### src/rtl/dmach_pkg.sv
package dmach_pkg;
  localparam logic [15:0] OFS_CSR    = 16'h0000;
  localparam logic [15:0] OFS_NEXT   = 16'h4000;
  localparam logic [15:0] OFS_LIMIT  = 16'h4004;
  localparam logic [15:0] OFS_START  = 16'h4008;
  localparam logic [15:0] OFS_STOP   = 16'h400C;
  localparam logic [15:0] OFS_SNEXT  = 16'h4100;
  localparam logic [15:0] OFS_SLIMIT = 16'h4104;
  localparam logic [15:0] OFS_INIT   = 16'h4200;

  // control/status command and flag bit positions
  localparam int CB_EN   = 0;
  localparam int CB_DIR  = 1;
  localparam int CB_SUPD = 2;
  localparam int CB_CMP  = 3;
  localparam int CB_RST  = 4;

  typedef enum logic [1:0] {BS_IDLE, BS_WRITE, BS_FIN} burst_state_e;

  // round a byte count up to a multiple of 2**lg
  function automatic logic [31:0] round_up(input logic [31:0] len, input int unsigned lg);
    logic [31:0] m;
    m = (32'd1 << lg) - 32'd1;
    return (len + m) & ~m;
  endfunction

  // keep only the bytes of word widx that lie below len
  function automatic logic [31:0] mask_word(input logic [31:0] word, input logic [31:0] widx,
                                            input logic [31:0] len);
    logic [31:0] res;
    res = '0;
    for (int b = 0; b < 4; b++) begin
      if (((widx << 2) + 32'(b)) < len) res[31-8*b -: 8] = word[31-8*b -: 8];
    end
    return res;
  endfunction
endpackage

### src/rtl/dmach_regs.sv
module dmach_regs
  import dmach_pkg::*;
(
  input  logic        clk,
  input  logic        rst_n,
  input  logic        reg_wr,
  input  logic [15:0] reg_addr,
  input  logic [31:0] reg_wdata,
  output logic [31:0] reg_rdata,
  input  logic        done,
  input  logic [31:0] done_size,
  output logic [31:0] next_q,
  output logic [31:0] init_q,
  output logic        en_q,
  output logic        cmp_q
);
  logic [31:0] limit_q, start_q, stop_q, snext_q, slimit_q;
  logic        dir_q, supd_q;

  always_ff @(posedge clk) begin
    if (!rst_n) begin
      next_q <= '0; limit_q <= '0; start_q <= '0; stop_q <= '0;
      init_q <= '0; snext_q <= '0; slimit_q <= '0;
      en_q <= 1'b0; dir_q <= 1'b0; supd_q <= 1'b0; cmp_q <= 1'b0;
    end else begin
      if (reg_wr) begin
        case (reg_addr)
          OFS_CSR: begin
            if (reg_wdata[CB_EN])   en_q   <= 1'b1;
            if (reg_wdata[CB_DIR])  dir_q  <= 1'b1;
            if (reg_wdata[CB_SUPD]) supd_q <= 1'b1;
            if (reg_wdata[CB_CMP])  cmp_q  <= 1'b0;
            if (reg_wdata[CB_RST]) begin
              en_q <= 1'b0; dir_q <= 1'b0; supd_q <= 1'b0; cmp_q <= 1'b0;
            end
          end
          OFS_NEXT:  next_q  <= reg_wdata;
          OFS_LIMIT: limit_q <= reg_wdata;
          OFS_START: start_q <= reg_wdata;
          OFS_STOP:  stop_q  <= reg_wdata;
          OFS_INIT:  init_q  <= reg_wdata;
          default: ;
        endcase
      end
      if (done) begin
        snext_q  <= next_q;
        slimit_q <= next_q + done_size;
        init_q   <= '0;
        cmp_q    <= 1'b1;
        if (!supd_q) begin
          next_q  <= start_q;
          limit_q <= stop_q;
        end
      end
    end
  end

  always_comb begin
    case (reg_addr)
      OFS_CSR:    reg_rdata = {28'd0, cmp_q, supd_q, dir_q, en_q};
      OFS_NEXT:   reg_rdata = next_q;
      OFS_LIMIT:  reg_rdata = limit_q;
      OFS_START:  reg_rdata = start_q;
      OFS_STOP:   reg_rdata = stop_q;
      OFS_SNEXT:  reg_rdata = snext_q;
      OFS_SLIMIT: reg_rdata = slimit_q;
      OFS_INIT:   reg_rdata = init_q;
      default:    reg_rdata = '0;
    endcase
  end
endmodule

### src/rtl/dmach_burst.sv
module dmach_burst
  import dmach_pkg::*;
#(
  parameter int ALIGN_LOG2 = 4,
  parameter int LEN_W      = 12
) (
  input  logic             clk,
  input  logic             rst_n,
  input  logic             start,
  input  logic [31:0]      base,
  input  logic [LEN_W-1:0] len,
  input  logic [31:0]      dev_data,
  input  logic             mem_ready,
  output logic             mem_valid,
  output logic [31:0]      mem_addr,
  output logic [31:0]      mem_data,
  output logic             dev_pop,
  output logic             busy,
  output logic             done,
  output logic [31:0]      size_q
);
  burst_state_e st_q;
  logic [31:0]  addr_q, idx_q, words_q, len_q;
  logic [31:0]  len_ext, size_d;

  assign len_ext = 32'(len);
  assign size_d  = round_up(len_ext, ALIGN_LOG2);

  always_ff @(posedge clk) begin
    if (!rst_n) begin
      st_q <= BS_IDLE;
      addr_q <= '0; idx_q <= '0; words_q <= '0; len_q <= '0; size_q <= '0;
    end else begin
      case (st_q)
        BS_IDLE: if (start) begin
          addr_q  <= base;
          idx_q   <= '0;
          len_q   <= len_ext;
          size_q  <= size_d;
          words_q <= size_d >> 2;
          st_q    <= (size_d == 32'd0) ? BS_FIN : BS_WRITE;
        end
        BS_WRITE: if (mem_ready) begin
          addr_q <= addr_q + 32'd4;
          idx_q  <= idx_q + 32'd1;
          if (idx_q == words_q - 32'd1) st_q <= BS_FIN;
        end
        BS_FIN:  st_q <= BS_IDLE;
        default: st_q <= BS_IDLE;
      endcase
    end
  end

  assign mem_valid = (st_q == BS_WRITE);
  assign mem_addr  = addr_q;
  assign mem_data  = mask_word(dev_data, idx_q, len_q);
  assign dev_pop   = mem_valid && mem_ready;
  assign busy      = (st_q != BS_IDLE);
  assign done      = (st_q == BS_FIN);
endmodule

### src/rtl/dmach_top.sv
module dmach_top
  import dmach_pkg::*;
#(
  parameter bit NET_CHAN = 1'b0,
  parameter int LEN_W    = 12
) (
  input  logic             clk,
  input  logic             rst_n,
  input  logic             reg_wr,
  input  logic [15:0]      reg_addr,
  input  logic [31:0]      reg_wdata,
  output logic [31:0]      reg_rdata,
  input  logic             xfer_req,
  input  logic [LEN_W-1:0] xfer_len,
  input  logic [31:0]      dev_data,
  output logic             dev_pop,
  output logic             mem_valid,
  output logic [31:0]      mem_addr,
  output logic [31:0]      mem_data,
  input  logic             mem_ready,
  output logic             busy,
  output logic             irq
);
  localparam int ALIGN_LOG2 = NET_CHAN ? 5 : 4;

  logic [31:0] next_q, init_q, base_addr, burst_size;
  logic        en_q, csr_complete, xfer_accept, burst_done;

  assign xfer_accept = xfer_req && en_q && !busy;
  assign base_addr   = (init_q != 32'd0) ? init_q : next_q;
  assign irq         = burst_done;

  dmach_regs u_regs (
    .clk(clk), .rst_n(rst_n), .reg_wr(reg_wr), .reg_addr(reg_addr),
    .reg_wdata(reg_wdata), .reg_rdata(reg_rdata), .done(burst_done),
    .done_size(burst_size), .next_q(next_q), .init_q(init_q),
    .en_q(en_q), .cmp_q(csr_complete)
  );

  dmach_burst #(.ALIGN_LOG2(ALIGN_LOG2), .LEN_W(LEN_W)) u_burst (
    .clk(clk), .rst_n(rst_n), .start(xfer_accept), .base(base_addr),
    .len(xfer_len), .dev_data(dev_data), .mem_ready(mem_ready),
    .mem_valid(mem_valid), .mem_addr(mem_addr), .mem_data(mem_data),
    .dev_pop(dev_pop), .busy(busy), .done(burst_done), .size_q(burst_size)
  );
endmodule

### config.mk
export PLATFORM = sky130hd
export DESIGN_NAME = dmach_top
export DESIGN_NICKNAME = d
export VERILOG_FILES = /design/src/rtl/dmach_pkg.sv /design/src/rtl/dmach_regs.sv /design/src/rtl/dmach_burst.sv /design/src/rtl/dmach_top.sv
export SDC_FILE = /design/constraint.sdc
export NUM_CORES = 1
export LEC_CHECK = 0
export ABC_AREA = 0
export BUFFER_PORTS_ARGS = -buffer_cell sky130_fd_sc_hd__clkbuf_2
export CELL_PAD_IN_SITES_DETAIL_PLACEMENT = 1
export CELL_PAD_IN_SITES_GLOBAL_PLACEMENT = 2
export CORE_AREA = 5 5 260 262
export CTS_CLUSTER_SIZE = 10
export DETAILED_ROUTE_END_ITERATION = 8
export DIE_AREA = 0 0 265 267
export MAX_ROUTING_LAYER = met4
export PLACE_DENSITY = 0.64
export REMOVE_ABC_BUFFERS = 1
export SETUP_SLACK_MARGIN = 0.5
export SYNTH_ARGS = -nofsm -noshare
export SYNTH_HDL_FRONTEND = slang
export SYNTH_SLANG_ARGS = --single-unit
### constraint.sdc
create_clock -name clk -period 2.8 [get_ports clk]
set_input_delay 0.56 -clock clk [delete_from_list [all_inputs] [get_ports clk]]
set_output_delay 0.56 -clock clk [all_outputs]
set_load 0.005 [all_outputs]
==> impl_metrics.py <==
metrics = {
    "synth": {
        "avgSynthCellArea_um2": 8.000,
        "yosys.cell_types.count": 78,
        "ys_top_cells_by_area": "sky130_fd_sc_hd__dfxtp_1 39%, sky130_fd_sc_hd__a21oi_1 7.3%, sky130_fd_sc_hd__nand2_1 6.3%",
        "ys_top_cells_by_count": "311 x sky130_fd_sc_hd__dfxtp_1, 271 x sky130_fd_sc_hd__nand2_1, 234 x sky130_fd_sc_hd__a21oi_1",
        "synthDominantAreaCellType": "sky130_fd_sc_hd__dfxtp_1",
        "synth.cell_area_um2": 16110,
        "synth.ff_latch_count": 311,
        "synth_top_flop_cell": "sky130_fd_sc_hd__dfxtp_1",
        "synth-adder-area-share_pct": 1.988,
        "post_synth_mux_area_share_pct": 5.125,
        "syn-instance-count": 2014,
        "portion_of_the_post_synthesis_area_used_by_sequential_elements_pct": 38.64,
        "post-synth-top-count-cell": "sky130_fd_sc_hd__dfxtp_1",
        "post_synth_xor_xnor_area_pct": 3.588,
        "largest_family_of_logic_cells_by_synthesized_area": "compound AO/OA/AOI/OAI gates",
        "edff_count_synth": 0,
        "synth_area_in_simple_gates_pct": 20.24,
        "postSynth.asyncResetShare_pct": 0,
        "area_share_of_the_leading_cell_type_in_the_synthesized_netlist_pct": 38.64,
        "synthesized_area_fraction_occupied_by_ao_oa_aoi_and_oai_cells_pct": 25.26,
        "yosysWarningCount": 0,
    },
    "sta": {
        "rsz0062_at_grt": "yes",
        "min_period_over_period_pct": 112.5,
        "slew_violations": 0,
        "timing.final.crit_period_ns": 3.150,
        "timing.final.ws_setup_ns": -0.3502,
        "fmax_ghz": 0.3174,
        "clock-skew-final_ns": 0.02469,
        "timing_worst_slew_pin_value_ns": 0.7086,
        "report.final.hold_viol_count": 0,
        "timing.final.setup_violations": 61,
        "setup_tns_ns": -12.94,
        "worst_slew_slack_as_a_fraction_of_its_limit_pct": 52.76,
        "finalHoldWorstSlack_ns": 0.2424,
    },
    "final_layout": {
        "antenna_cells_inserted": 0,
        "area_delta_synth_final_pct": 34.20,
        "final_layout_size_suffix_gt1_share_pct": 26.08,
        "final_design_area_no_fill_um2": 21620,
        "num-nets-final": 2402,
    },
    "setup_path": {
        "critical_path_peak_fanout": 8,
        "worst-endpoint-arrival_ns": 2.59,
        "timing_worst_setup_path_type": "reg2out",
        "setup.worst_path.start_class": "flop",
        "reg2regPathDepth": 9,
        "critical_path_rt_ns": 2.24,
        "critPathCaptureType": "output pin",
    },
    "die": {
        "fp.dieArea_um2": 70760,
        "initial_core_util_pct": 24.73,
        "design.core.area_um2": 65160,
        "die_w_um": 265,
        "fp-row-count": 94,
        "chipHeight_um": 267,
        "pin_count": 197,
    },
    "drt": {
        "ant_nets": 0,
        "drc_markers": 0,
        "drt_wl_total_mm": 71.63,
        "vias": 16473,
        "detail_route.vias_per_cell": 5.193,
        "drtPass1Iterations": 8,
        "dr.first_iter.drc_count": 1008,
        "avgRoutedWirePerCell_um": 22.58,
    },
    "clock_tree": {
        "clock-root-buffer": "sky130_fd_sc_hd__clkbuf_16",
        "clock_tree.htree_level_count": 2,
        "tritoncts_clock_tree": "yes",
        "cts.sink_count": 311,
        "clockBufferDepth": 3,
        "clk_pin_slew_worst_paths_ns": 0.06,
        "tritoncts.num_buffers": 41,
        "clock_insertion_delay_worst_skew_ns": 0.57,
    },
    "status": {
        "outcome": "finished with violations",
        "violations_in_the_final_reports": "setup timing",
    },
    "grt": {
        "grt-ovfl-total": 0,
        "antenna_found_initial": 1,
        "grt_start_max_net_pins": 129,
        "groute.usage.overall_pct": 19.96,
        "number_of_global_route_vias_before_repair": 16865,
        "grt_pass1_wl_mm": 107.6,
    },
    "hold_path": {
        "worstHoldPathCells": 3,
        "min-delay-path-class": "in2reg",
    },
    "placed_design": {
        "hpwl_mm": 50.29,
        "detailed_place.area_um2": 18930,
        "port_buffer_count": 196,
        "gpl.final_weighted_congestion": 0.8851,
    },
    "power_and_ir_drop": {
        "vdd_ir_drop_max_uv": 335.9,
        "p_leak_uw": 0.008050,
        "power_per_cell_area_nw_per_um2": 467.6,
    },
    "job": {
        "cap_violations": 0,
    },
}
## logic make-up after synthesis
family,after synthesis
buffers and inverters,197
and+or+nand+nor,671
adders and majority gates,25
DFF,311
xor gates and xnor gates,66
AOI/OAI and AO/OA,662
muxes,82
## final cells by class
| class | instances | area, µm² |
|---|---|---|
| clock inverter | 5 | 53.80 |
| inverter | 42 | 165.2 |
| fill | 7688 | 43530 |
| clock buffer | 66 | 1292 |
| timing repair buffer | 378 | 3124 |
| tap | 864 | 1081 |
| sequential | 311 | 6247 |
| multi-input combinational | 1506 | 9659 |
## sequential cells by signal, indices dropped and copies added (netlist names)
signal,flops
u_regs.supd_q,1
u_regs.limit_q,32
u_regs.dir_q,1
u_regs.next_q,32
u_regs.start_q,32
u_burst.idx_q,32
u_burst.st_q,2
u_regs.slimit_q,32
u_regs.init_q,32
u_regs.en_q,1
u_burst.size_q,9
u_burst.len_q,12
u_regs.cmp_q,1
u_regs.stop_q,32
u_regs.snext_q,28
u_burst.mem_addr,32
## metal layers
metal	global-route usage [%]	wire length (µm)
met3	2.904	3203
met2	32.21	33340
met1	26.96	33870
met5	-	0
met4	3.860	1225
## final timing paths
| check | startpoint | slack, ns | end |
|---|---|---|---|
| worst max-delay path | u_burst.len_q[10] | -0.35 | mem_data[14] |
| worst max register to register | u_burst.size_q[4] | 0.52 | u_burst.st_q[1] |
| worst min register to register | u_burst.len_q[3] | 0.46 | u_burst.len_q[3] |
| worst min-delay path | xfer_len[0] | 0.24 | u_burst.len_q[0] |
## cell usage in the layout, fill, tap and decap left out, types with 20 or more instances in the layout
master / instances
sky130_fd_sc_hd__a21oi_1: 226
sky130_fd_sc_hd__a22oi_1: 23
sky130_fd_sc_hd__a22oi_2: 37
sky130_fd_sc_hd__and2_4: 23
sky130_fd_sc_hd__buf_12: 29
sky130_fd_sc_hd__buf_2: 22
sky130_fd_sc_hd__buf_4: 126
sky130_fd_sc_hd__buf_6: 42
sky130_fd_sc_hd__clkbuf_16: 44
sky130_fd_sc_hd__clkbuf_2: 148
sky130_fd_sc_hd__dfxtp_1: 298
sky130_fd_sc_hd__inv_1: 36
sky130_fd_sc_hd__mux2i_1: 78
sky130_fd_sc_hd__nand2_1: 270
sky130_fd_sc_hd__nand3_1: 104
sky130_fd_sc_hd__nand4_1: 22
sky130_fd_sc_hd__nor2_1: 102
sky130_fd_sc_hd__nor3_1: 20
sky130_fd_sc_hd__o211ai_1: 28
sky130_fd_sc_hd__o21ai_0: 176
sky130_fd_sc_hd__xnor2_1: 24
sky130_fd_sc_hd__xor2_1: 42
## stage by stage
stage | util (%) | cells | power, µW | setup WS (ns)
2_1_floorplan | - | 1859 | 4615 | -2.315
3_3_place_gp | 29.05 | 3068 | 4869 | -0.09701
3_5_place_dp | 29.05 | 3068 | 4874 | -0.1429
4_1_cts | 32.41 | 3161 | 10260 | -0.4080
5_1_grt | 33.19 | 3172 | 10480 | -0.5033
6_report | 33.19 | 3172 | 10110 | -0.3502
## power by group
group	total (µW)	internal, µW	switching [µW]
combinational	357	112	245
sequential	4420	4420	0.0261
clock	5330	3230	2100
## repair_timing
item	in CTS	in global routing
gates resized for setup	119	117
hold buffers	0	0
cloned	8	1
setup buffers	14	10
pin swaps	95	86
endpoints found under the setup margin	109	105
## worst max-delay path: stages, from the launching register on
cell and delay, ns:
sky130_fd_sc_hd__dfxtp_2 0.33, sky130_fd_sc_hd__inv_2 0.03, sky130_fd_sc_hd__ha_2 0.19, sky130_fd_sc_hd__a2111oi_4 0.35, sky130_fd_sc_hd__nand3_1 0.13, sky130_fd_sc_hd__a211oi_2 0.22, sky130_fd_sc_hd__nand3_2 0.17, sky130_fd_sc_hd__nor3_2 0.20
sky130_fd_sc_hd__buf_4 0.17, sky130_fd_sc_hd__and2_1 0.13, sky130_fd_sc_hd__clkbuf_2 0.11
Power figures use the tool's default switching activity.
